--- config.mk ---
export PLATFORM = sky130hd
export DESIGN_NAME = dpx_unit
export DESIGN_NICKNAME = d
export VERILOG_FILES = /design/src/rtl/dpx_pkg.sv /design/src/rtl/dpx_rst_sync.sv /design/src/rtl/dpx_page_reg.sv /design/src/rtl/dpx_addr_form.sv /design/src/rtl/dpx_unit.sv
export SDC_FILE = /design/constraint.sdc
export NUM_CORES = 1
export LEC_CHECK = 0
export CAP_MARGIN = 15
export CORE_AREA = 4 4 55 57
export DETAILED_ROUTE_END_ITERATION = 8
export DIE_AREA = 0 0 59 61
export DONT_BUFFER_PORTS = 1
export RECOVER_POWER = 50
export SLEW_MARGIN = 10
export SYNTH_ARGS = -nofsm -noshare
export SYNTH_HDL_FRONTEND = slang
export SYNTH_SLANG_ARGS = --single-unit
--- constraint.sdc ---
create_clock -name clk -period 1.6 [get_ports clk]
set_input_delay 0.16 -clock clk [delete_from_list [all_inputs] [get_ports clk]]
set_output_delay 0.16 -clock clk [all_outputs]
set_load 0.1 [all_outputs]
--- src/rtl/dpx_pkg.sv ---
package dpx_pkg;

  // Which address source feeds the formed outputs
  typedef enum logic [1:0] {
    ACC_PASS   = 2'd0,  // full address passes through
    ACC_LOCAL  = 2'd1,  // direct mode, mapped upper bits
    ACC_GLOBAL = 2'd2   // direct mode, global page upper bits
  } acc_kind_e;

  // Write lock state for normal mode
  typedef enum logic {
    LOCK_OPEN = 1'b0,
    LOCK_USED = 1'b1
  } lock_e;

endpackage

--- src/rtl/dpx_rst_sync.sv ---
module dpx_rst_sync #(
  parameter int STAGES = 2
) (
  input  logic clk,
  input  logic rst_n,
  output logic rst_q_n
);

  logic [STAGES-1:0] sync_q;
  logic [STAGES-1:0] sync_d;

  always_comb begin
    sync_d = {sync_q[STAGES-2:0], 1'b1};
  end

  always_ff @(posedge clk or negedge rst_n) begin
    if (!rst_n) begin
      sync_q <= '0;
    end else begin
      sync_q <= sync_d;
    end
  end

  assign rst_q_n = sync_q[STAGES-1];

endmodule

--- src/rtl/dpx_page_reg.sv ---
module dpx_page_reg
  import dpx_pkg::*;
#(
  parameter int PAGE_W = 8
) (
  input  logic              clk,
  input  logic              rst_n,
  input  logic              special_mode,
  input  logic              reg_sel,
  input  logic              reg_we,
  input  logic [PAGE_W-1:0] reg_wdata,
  output logic [PAGE_W-1:0] page_q
);

  lock_e             lock_q;
  lock_e             lock_d;
  logic [PAGE_W-1:0] page_d;
  logic              wr_req;
  logic              wr_en;
  logic              lock_en;

  // Write request and the lock check
  always_comb begin
    wr_req  = reg_sel & reg_we;
    wr_en   = wr_req & (special_mode | (lock_q == LOCK_OPEN));
    lock_en = wr_en & ~special_mode;
  end

  // Next-state logic
  always_comb begin
    page_d = page_q;
    lock_d = lock_q;
    if (wr_en) begin
      page_d = reg_wdata;
    end
    if (lock_en) begin
      lock_d = LOCK_USED;
    end
  end

  always_ff @(posedge clk or negedge rst_n) begin
    if (!rst_n) begin
      page_q <= '0;
    end else if (wr_en) begin
      page_q <= page_d;
    end
  end

  always_ff @(posedge clk or negedge rst_n) begin
    if (!rst_n) begin
      lock_q <= LOCK_OPEN;
    end else if (lock_en) begin
      lock_q <= lock_d;
    end
  end

endmodule

--- src/rtl/dpx_addr_form.sv ---
module dpx_addr_form
  import dpx_pkg::*;
#(
  parameter int PAGE_W = 8,
  parameter int OFS_W  = 8,
  parameter int GP_W   = 7,
  localparam int LOC_W = PAGE_W + OFS_W,
  localparam int GLB_W = GP_W + LOC_W
) (
  input  logic [PAGE_W-1:0] page,
  input  logic              acc_direct,
  input  logic              acc_global,
  input  logic [OFS_W-1:0]  acc_operand,
  input  logic [LOC_W-1:0]  acc_addr,
  input  logic [GP_W-1:0]   gpage,
  input  logic [GP_W-1:0]   lmap_page,
  output logic [LOC_W-1:0]  out_local,
  output logic [GLB_W-1:0]  out_global,
  output logic              out_direct
);

  acc_kind_e        kind;
  logic [GP_W-1:0]  upper;
  logic [LOC_W-1:0] low_part;

  always_comb begin
    if (!acc_direct) begin
      kind = ACC_PASS;
    end else if (acc_global) begin
      kind = ACC_GLOBAL;
    end else begin
      kind = ACC_LOCAL;
    end
  end

  always_comb begin
    low_part = acc_addr;
    upper    = lmap_page;
    case (kind)
      ACC_LOCAL: begin
        low_part = {page, acc_operand};
      end
      ACC_GLOBAL: begin
        low_part = {page, acc_operand};
        upper    = gpage;
      end
      default: begin
        low_part = acc_addr;
      end
    endcase
  end

  assign out_local  = low_part;
  assign out_global = {upper, low_part};
  assign out_direct = (kind != ACC_PASS);

endmodule

--- src/rtl/dpx_unit.sv ---
module dpx_unit #(
  parameter int PAGE_W      = 8,
  parameter int OFS_W       = 8,
  parameter int GP_W        = 7,
  parameter int SYNC_STAGES = 2,
  localparam int LOC_W      = PAGE_W + OFS_W,
  localparam int GLB_W      = GP_W + LOC_W
) (
  input  logic              clk,
  input  logic              rst_n,
  input  logic              special_mode,
  input  logic              reg_sel,
  input  logic              reg_we,
  input  logic [PAGE_W-1:0] reg_wdata,
  output logic [PAGE_W-1:0] reg_rdata,
  input  logic              acc_direct,
  input  logic              acc_global,
  input  logic [OFS_W-1:0]  acc_operand,
  input  logic [LOC_W-1:0]  acc_addr,
  input  logic [GP_W-1:0]   gpage,
  input  logic [GP_W-1:0]   lmap_page,
  output logic [LOC_W-1:0]  out_local,
  output logic [GLB_W-1:0]  out_global,
  output logic              out_direct
);

  logic              rst_q_n;
  logic [PAGE_W-1:0] page_q;

  dpx_rst_sync #(
    .STAGES (SYNC_STAGES)
  ) u_rst_sync (
    .clk     (clk),
    .rst_n   (rst_n),
    .rst_q_n (rst_q_n)
  );

  dpx_page_reg #(
    .PAGE_W (PAGE_W)
  ) u_page_reg (
    .clk          (clk),
    .rst_n        (rst_q_n),
    .special_mode (special_mode),
    .reg_sel      (reg_sel),
    .reg_we       (reg_we),
    .reg_wdata    (reg_wdata),
    .page_q       (page_q)
  );

  dpx_addr_form #(
    .PAGE_W (PAGE_W),
    .OFS_W  (OFS_W),
    .GP_W   (GP_W)
  ) u_addr_form (
    .page        (page_q),
    .acc_direct  (acc_direct),
    .acc_global  (acc_global),
    .acc_operand (acc_operand),
    .acc_addr    (acc_addr),
    .gpage       (gpage),
    .lmap_page   (lmap_page),
    .out_local   (out_local),
    .out_global  (out_global),
    .out_direct  (out_direct)
  );

  assign reg_rdata = page_q;

endmodule

# Word-level counts from Yosys, hierarchy flattened
# Index checks and enable logic that the tools add are counted.
[totals]
regBits = 11
wordCells = 17
[op_classes]
n_eq_ne = 2
n_mux = 4
bitwise = 6
reduce_logical = 2
[op_table]
columns = ["cell", "n"]
rows = [
  ["2-to-1 mux 16 bit", 1],
  ["2-to-1 mux 7 bit", 1],
  ["2-to-1 mux 2 bit", 2],
  ["bitwise AND 1 bit", 3],
  ["equality test 2 x 1 -> 1 bit, second input constant", 1],
  ["equality test 2 bit, second input constant", 1],
  ["NOT 1 bit", 2],
  ["nonzero test 2 bit", 1],
  ["OR reduction 2 bit", 1],
  ["bitwise OR 1 bit", 1],
]

# Longest topological paths before layout
# Gate-level depths: netlist of the first run.
[logic_depth]
word_depth = 5
ltp_mapped = 6
ltp_nobuf = 3

# Cells and area by module
# A second synthesis of the first run with hierarchy kept.
[unflattened]
cells_unflattened = 67
area_unflattened_um2 = 858.3
[by_module_without_submodules]
columns = ["module", "instances", "cells_per_inst", "area_per_inst_um2", "seq_area_each_um2"]
rows = [
  ["dpx_addr_form", 1, 43, 457.9, 0.0],
  ["dpx_page_reg", 1, 21, 346.6, 225.2],
  ["dpx_rst_sync", 1, 3, 53.8, 50.0],
]

# Least setup slack after synthesis of the first run
# No wires, ideal clock.
[synth_timing]
kind = "reg-to-output"
start = "reg u_page_reg.page_q[2]"
end = "out out_local[10]"
arrival_time_ns = 1.964
required_time_ns = 1.440
slack_ns = -0.524
stages_incl_launch_ff = 3
path_cell_list = "dfrtp_1 > mux2_2 > buf_4"
[synth_between]
elab_chain_len = 1
[synth_lines]
columns = ["element", "line_no", "rtl"]
rows = [
  ["from (decl)", "dpx_page_reg.sv:12", "output logic [PAGE_W-1:0] page_q"],
  ["from (signal assigned)", "dpx_page_reg.sv:45", "page_q <= page_d;"],
  ["2-to-1 mux 16 bit", "dpx_addr_form.sv:39", "case (kind)"],
  ["to (decl)", "dpx_unit.sv:22", "output logic [LOC_W-1:0] out_local,"],
]
# Every way passes these cells.

# Final worst setup path of the first run
[layout_timing]
start = "in acc_global"
end = "out out_global[6]"
[layout_between]
elab_chain_len = 5
[layout_lines]
columns = ["element", "line_no", "rtl"]
rows = [
  ["from (decl)", "dpx_unit.sv:17", "input logic acc_global,"],
  ["2-to-1 mux 2 bit *", "dpx_addr_form.sv:29", "end else if (acc_global) begin"],
  ["2-to-1 mux 2 bit *", "dpx_addr_form.sv:27", "if (!acc_direct) begin"],
  ["equality test 2 x 1 -> 1 bit / equality test 2 bit (equally long branches)", "dpx_addr_form.sv:39", ""],
  ["OR reduction 2 bit (no source line) *", "--", ""],
  ["2-to-1 mux 16 bit *", "dpx_addr_form.sv:39", ""],
  ["to (decl)", "dpx_unit.sv:23", "output logic [GLB_W-1:0] out_global,"],
]
# Every way passes the cells marked *; elsewhere a longest branch is shown, timed or not.

==> impl_metrics.csv, run 1 <==
group,metric,value,unit
floorplanning,die_h,61,um
detailed_routing,route.met3.wl,274,um
layout,n_antenna_cell,0,
critical_path,required,1.44,ns
global_routing,overflow,0,
pwr,p_switching,1.55,mW
pwr,internal_power,0.904,mW
status,run_status,"finished, final reports clean",
synth,synth_fp_nets,123,
synth,syn_avg_cell_area,11.9,sq um
critical_path,r2r-end,"u_page_reg.page_q[5]",
detailed_routing,routedWlPerCell,17.9,um
critical_path,critPathLaunchType,"input pin",
hold_path,hold_start,"reg_wdata[4]",
floorplanning,die_w,59,um
critical_path,crit_fanout,16,
detailed_routing,vias,588,
critical_path,crit_slowest_cell,"ha_4",
critical_path,r2r_slack,0.25,ns
sta,clock_skew,0.00113,ns
clock_network,clk_pin_slew,0.07,ns
synth,synth_compound_area_share,2.88,%
pwr,clkPwrFrac,7.7,%
synth,syn_inst,69,
clock_network,clockBufferDepth,2,
sta,setup_violations,0,
hold_path,hold_path.class,"in2reg",
synth,synth_top_family_by_area,"multiplexers",
pwr,p_total,2.45,mW
pwr,p_comb_share,77.2,%
detailed_routing,first_pass_iters,2,
global_routing,grt_usage,11.5,%
layout,stdcell_count,119,
layout,num-nets-final,144,
detailed_routing,vias_per_cell,4.94,
sta,final.setup.tns,0,ns
pwr,p_leak,0.622,nW
detailed_routing,top_layer,"met4",
synth,yosys.area_share.simple,1.97,%
global_routing,grt_start_max_net_pins,17,
critical_path,arrival,1.30,ns
detailed_routing,routed_wirelength,2130,um
critical_path,cp-end-kind,"output port",
sta,worstMarginPinSlew,0.884,ns
clock_network,cts_root_buffer,"clkbuf_4",
floorplanning,io_pins,101,
detailed_routing,drc_errors,0,
place,portBuffers,0,
floorplanning,rows,18,
critical_path,crit_path_max_incr_delay,0.45,ns
critical_path,worstPathCellList,"nand2b_4 > ha_4 > mux2_4 > buf_12",
synth,synthMuxAreaShare,42.3,%
detailed_routing,met2_length,1190,um
pwr,switching_share,63.1,%
clock_network,cts_resized,0,
pwr,vdd_ir_drop_max,1.15,mV
synth,syn_area,825,sq um
pwr,seqPwrFrac,15.1,%
detailed_routing,drt_iter0_drc,1,
synth,seq_area_frac_synth,33.4,%
sta,hold_violations,0,
place,dp_hpwl,1860,um
critical_path,critical_path_class,"in2out",
clock_network,insertion_delay,0.27,ns
layout,fillers,215,
critical_path,reg2reg_depth,2,
clock_network,htreeDepth,1,
hold_path,whs_endpoint,"u_page_reg.page_q[4]",
global_routing,grt_pass1_wl,3070,um
sta,fmax,686,MHz
sta,fin_crit,1.46,ns
synth,synth_cell_types,13,
global_routing,grt_pass1_vias,671,
pwr,power_density,1780,nW/um^2
floorplanning,coreArea,2480,sq um
floorplanning,initial_core_util,33.3,%
synth,synth_seq_cells,11,
synth,synthAdderAreaFrac,1.52,%
critical_path,timing.rr.start,"u_page_reg.page_q[5]",
place,gp_congestion,0.571,
synth,yosysWarningCount,0,
sta,relSlewSlack,41.3,%
floorplanning,dieArea,3600,sq um
global_routing,antenna_found_initial,0,
layout,synthToLayoutAreaGrowth,66.5,%
flow_run,max_cap_violations,0,
clock_network,cts-buffers-inserted,3,
detailed_routing,ant_nets,0,
layout,fin_util,55.4,%
layout,layout-drive-gt1-share,79.8,%
clock_network,cts_tree,"built",
detailed_routing,wl_met1,613,um
synth,synth_xor_area_share,0,%
sta,final_max_slew_viol_count,0,
clock_network,cts.sinks,11,
place,place_inst,113,
sta,period_share,91.1,%
sta,rsz0062_at_grt,"no",
hold_path,min_path_cells,1,
## kinds of logic after synthesis
group,Yosys count
simple gates,3
fa+ha+maj,1
buf+inv,20
other cells,1
compound gates,2
flops,11
mux,31
## per-stage QoR
stage               hold slack (ns)  cell area, sq um  worst slack [ns]
floorplan                    -0.136              1060           -0.0564
global placement             -0.136              1360             0.147
detailed placement           -0.136              1360             0.124
CTS                          0.0238              1400             0.125
global route                 0.0220              1370             0.104
finish                       0.0390              1370             0.143
## registers in the layout (all words and copies together), names as in the netlist
register,count
u_rst_sync.sync_q,2
u_page_reg.page_q,8
u_page_reg.lock_q,1
## metal layers
metal  track usage, %  vias up
met5                0        -
met4             6.80        0
met3             4.04        6
met2             23.0       53
met1             9.55      268
li1                 -      261
## worst max-delay path by stage
stage               start  cells after the start            end  slack [ns]
3_5_place_dp   acc_global                      4  out_local[11]        0.12
5_1_grt        acc_global                      4  out_global[6]        0.10
4_1_cts        acc_global                      4  out_local[11]        0.13
3_3_place_gp   acc_global                      4  out_local[11]        0.15
2_1_floorplan  acc_global                      6  out_local[10]       -0.06
6_report       acc_global                      4  out_global[6]        0.14
## Yosys cell counts, drive strengths merged
cell type | number | area (sq um)
nand2b | 1 | 6.26
buf | 18 | 136
conb | 1 | 3.75
nand2 | 2 | 10.0
o21bai | 1 | 7.51
dfrtp | 11 | 275
mux2 | 31 | 349
inv | 2 | 7.51
a21oi | 1 | 16.3
ha | 1 | 12.5
## cell usage in the layout (no fill, tap or decap)
cell type / n
clkbuf_2: 9
ha_4: 1
dlygate4sd3_1: 2
nand2_1: 1
nand2b_4: 1
mux2_2: 8
o21bai_1: 1
conb_1: 1
clkbuf_4: 3
dfrtp_1: 3
nand2_4: 1
clkbuf_1: 1
a21oi_2: 1
mux2_4: 16
dfrtp_2: 5
mux2_1: 7
buf_12: 23
inv_1: 2
dfrtp_4: 3
## worst max-delay path, delay by kind of cell
family | cells | cell delay [ns]
fa+ha+maj | 1 | 0.45
mux | 1 | 0.35
buf+inv | 1 | 0.21
simple gates | 1 | 0.12
## repair_timing
action / CTS / global route
endpoints found under the hold margin: 3 / 0
setup endpoints to repair: 0 / 0
buffers inserted: 0 / 0
hold buffers: 2 / 0
## cell type report
cell class	count	area (sq um)	share of cell area, %
timing repair buffer	34	526	38.3
inverter	2	7.51	0.547
tap	30	37.5	2.73
sequential	11	293	21.3
multi-input combinational	38	483	35.2
clock buffer	4	26.3	1.91
## power groups by stage
stage | clock [mW] | sequential [mW] | combinational [mW]
floorplan | 0 | 0.704 | 1.33
global placement | 0 | 0.373 | 1.92
detailed placement | 0 | 0.377 | 1.93
CTS | 0.200 | 0.372 | 1.94
global route | 0.210 | 0.377 | 1.93
finish | 0.188 | 0.370 | 1.89
Power figures use the tool's default switching activity.
==> inputs of run 2 (changes only) <==
--- a/config.mk
+++ b/config.mk
@@ -10,7 +10,7 @@
 export DETAILED_ROUTE_END_ITERATION = 8
 export DIE_AREA = 0 0 59 61
 export DONT_BUFFER_PORTS = 1
-export RECOVER_POWER = 50
+export RECOVER_POWER = 25
 export SLEW_MARGIN = 10
 export SYNTH_ARGS = -nofsm -noshare
 export SYNTH_HDL_FRONTEND = slang
==> run 2 against run 1 <==
Sequential share of layout area down 0.42 points. Clock power about the same. Largest cell class unchanged. Sequential power about the same. Global-route usage unchanged. Final cell count unchanged. Critical path depth unchanged. Flip-flop and latch count unchanged. First-iteration DRC count rose to 5.0 times the previous value. Wire length up 0.19%. Total power up 1.3%.
==> impl_metrics.csv, run 2 (synthesis gave the netlist of run 1 again) <==
group,metric,value,unit
status,run_status,"finished, final reports clean",
global_routing,grt_usage,11.5,%
critical_path,critical_path_class,"in2out",
detailed_routing,routed_wirelength,2130,um
sta,fin_crit,1.46,ns
critical_path,cp-end-kind,"output port",
layout,layout_commonest_cell,"buf_12",
clock_network,cts_resized,0,
floorplanning,coreArea,2480,sq um
place,dp_hpwl,1860,um
critical_path,arrival,1.30,ns
layout,synthToLayoutAreaGrowth,69.8,%
detailed_routing,drt_iter0_drc,5,
detailed_routing,vias,592,
clock_network,cts-buffers-inserted,3,
layout,layout-drive-gt1-share,84.3,%
detailed_routing,routedWlPerCell,17.9,um
clock_network,htreeDepth,1,
floorplanning,io_pins,101,
clock_network,cts_tree,"built",
global_routing,grt_pass1_vias,671,
critical_path,required,1.44,ns
clock_network,cts_root_buffer,"clkbuf_4",
sta,period_share,91.0,%
critical_path,crit_fanout,16,
layout,final_cell_mix,"buf_12, mux2_4, mux2_2",
clock_network,cts.sinks,11,
place,gp_congestion,0.571,
clock_network,insertion_delay,0.27,ns
floorplanning,dieArea,3600,sq um
global_routing,antenna_found_initial,0,
place,place_inst,113,
floorplanning,die_w,59,um
layout,num-nets-final,144,
layout,stdcell_count,119,
clock_network,clk_pin_slew,0.07,ns
floorplanning,die_h,61,um
detailed_routing,vias_per_cell,4.97,
layout,n_antenna_cell,0,
place,portBuffers,0,
floorplanning,initial_core_util,33.3,%
floorplanning,rows,18,
hold_path,hold_path.class,"in2reg",
detailed_routing,drc_errors,0,
sta,fin_hold_ws,0.0393,ns
sta,clock_skew,0.00106,ns
global_routing,grt_start_max_net_pins,17,
sta,relSlewSlack,41.7,%
pwr,p_leak,0.628,nW
sta,setup_violations,0,
sta,hold_violations,0,
layout,largest_reg_flops,8,
sta,rsz0062_at_grt,"no",
detailed_routing,first_pass_iters,2,
clock_network,clockBufferDepth,2,
detailed_routing,ant_nets,0,
pwr,power_density,1770,nW/um^2
sta,setup_ws,0.144,ns
sta,final_max_slew_viol_count,0,
layout,top_register,"u_page_reg.page_q",
flow_run,max_cap_violations,0,
critical_path,critPathLaunchType,"input pin",
global_routing,overflow,0,
layout,top_regs,"u_page_reg.page_q: 8 flops, u_rst_sync.sync_q: 2 flops, u_page_reg.lock_q: 1 flops",
pwr,vdd_ir_drop_max,1.15,mV
clock_network,post_cts_buffers,0,
pwr,p_total,2.48,mW
sta,worstMarginPinSlew,0.877,ns
global_routing,grt_pass1_wl,3070,um
place,dp_slack,0.124,ns
sta,fmax,687,MHz
run 2: layout make-up:
cell class,count,area [sq um]
clock buffer,4,26.3
fill,210,1080
inverter,2,7.51
multi-input combinational,38,490
sequential,11,293
tap,30,37.5
timing repair buffer,34,546
run 2: per-stage QoR:
step | area [sq um] | setup TNS, ns | util (%)
floorplan | 1060 | -0.564 | -
global placement | 1360 | 0 | 54.7
detailed placement | 1360 | 0 | 54.7
CTS | 1400 | 0 | 56.6
global route | 1400 | 0 | 56.5
finish | 1400 | 0 | 56.5
run 2: power by group:
group | switching, mW | internal [mW] | leakage (nW)
Combinational | 1.42 | 0.499 | 0.495
Clock | 0.0912 | 0.0965 | 0.0150
Sequential | 0.0315 | 0.339 | 0.118
run 2: what timing repair did:
action                                  in CTS  in global routing
endpoints found under the hold margin        3                  0
hold buffers                                 2                  0
endpoints found under the setup margin       0                  0
run 2: final timing paths:
kind	start	endpoint	slack (ns)	depth (start not counted)
max	acc_global	out_global[6]	0.14	4
min	reg_wdata[4]	u_page_reg.page_q[4]	0.04	1
max reg2reg	u_page_reg.lock_q	u_page_reg.page_q[0]	0.40	2
min reg2reg	u_rst_sync.sync_q[1]	u_page_reg.lock_q	0.15	0
max in group asynchronous	u_rst_sync.sync_q[1]	u_page_reg.page_q[6]	1.15	0
min in group asynchronous	rst_n	u_rst_sync.sync_q[1]	0.12	1
run 2: worst max-delay path, cell delays in order:
cell and delay, ns:
nand2b_4 0.12, ha_4 0.45, mux2_4 0.35, buf_12 0.21
run 2: layer usage:
metal  wire, um  vias to the layer above  share of wire [%]  GRT usage (%)
met4         50                        0                2.3           6.80
met3        263                        6                 12           4.04
met1        617                      271                 29           9.55
li1           -                      262                  -              -
met5          0                        -                  0              0
met2       1200                       53                 56           23.0
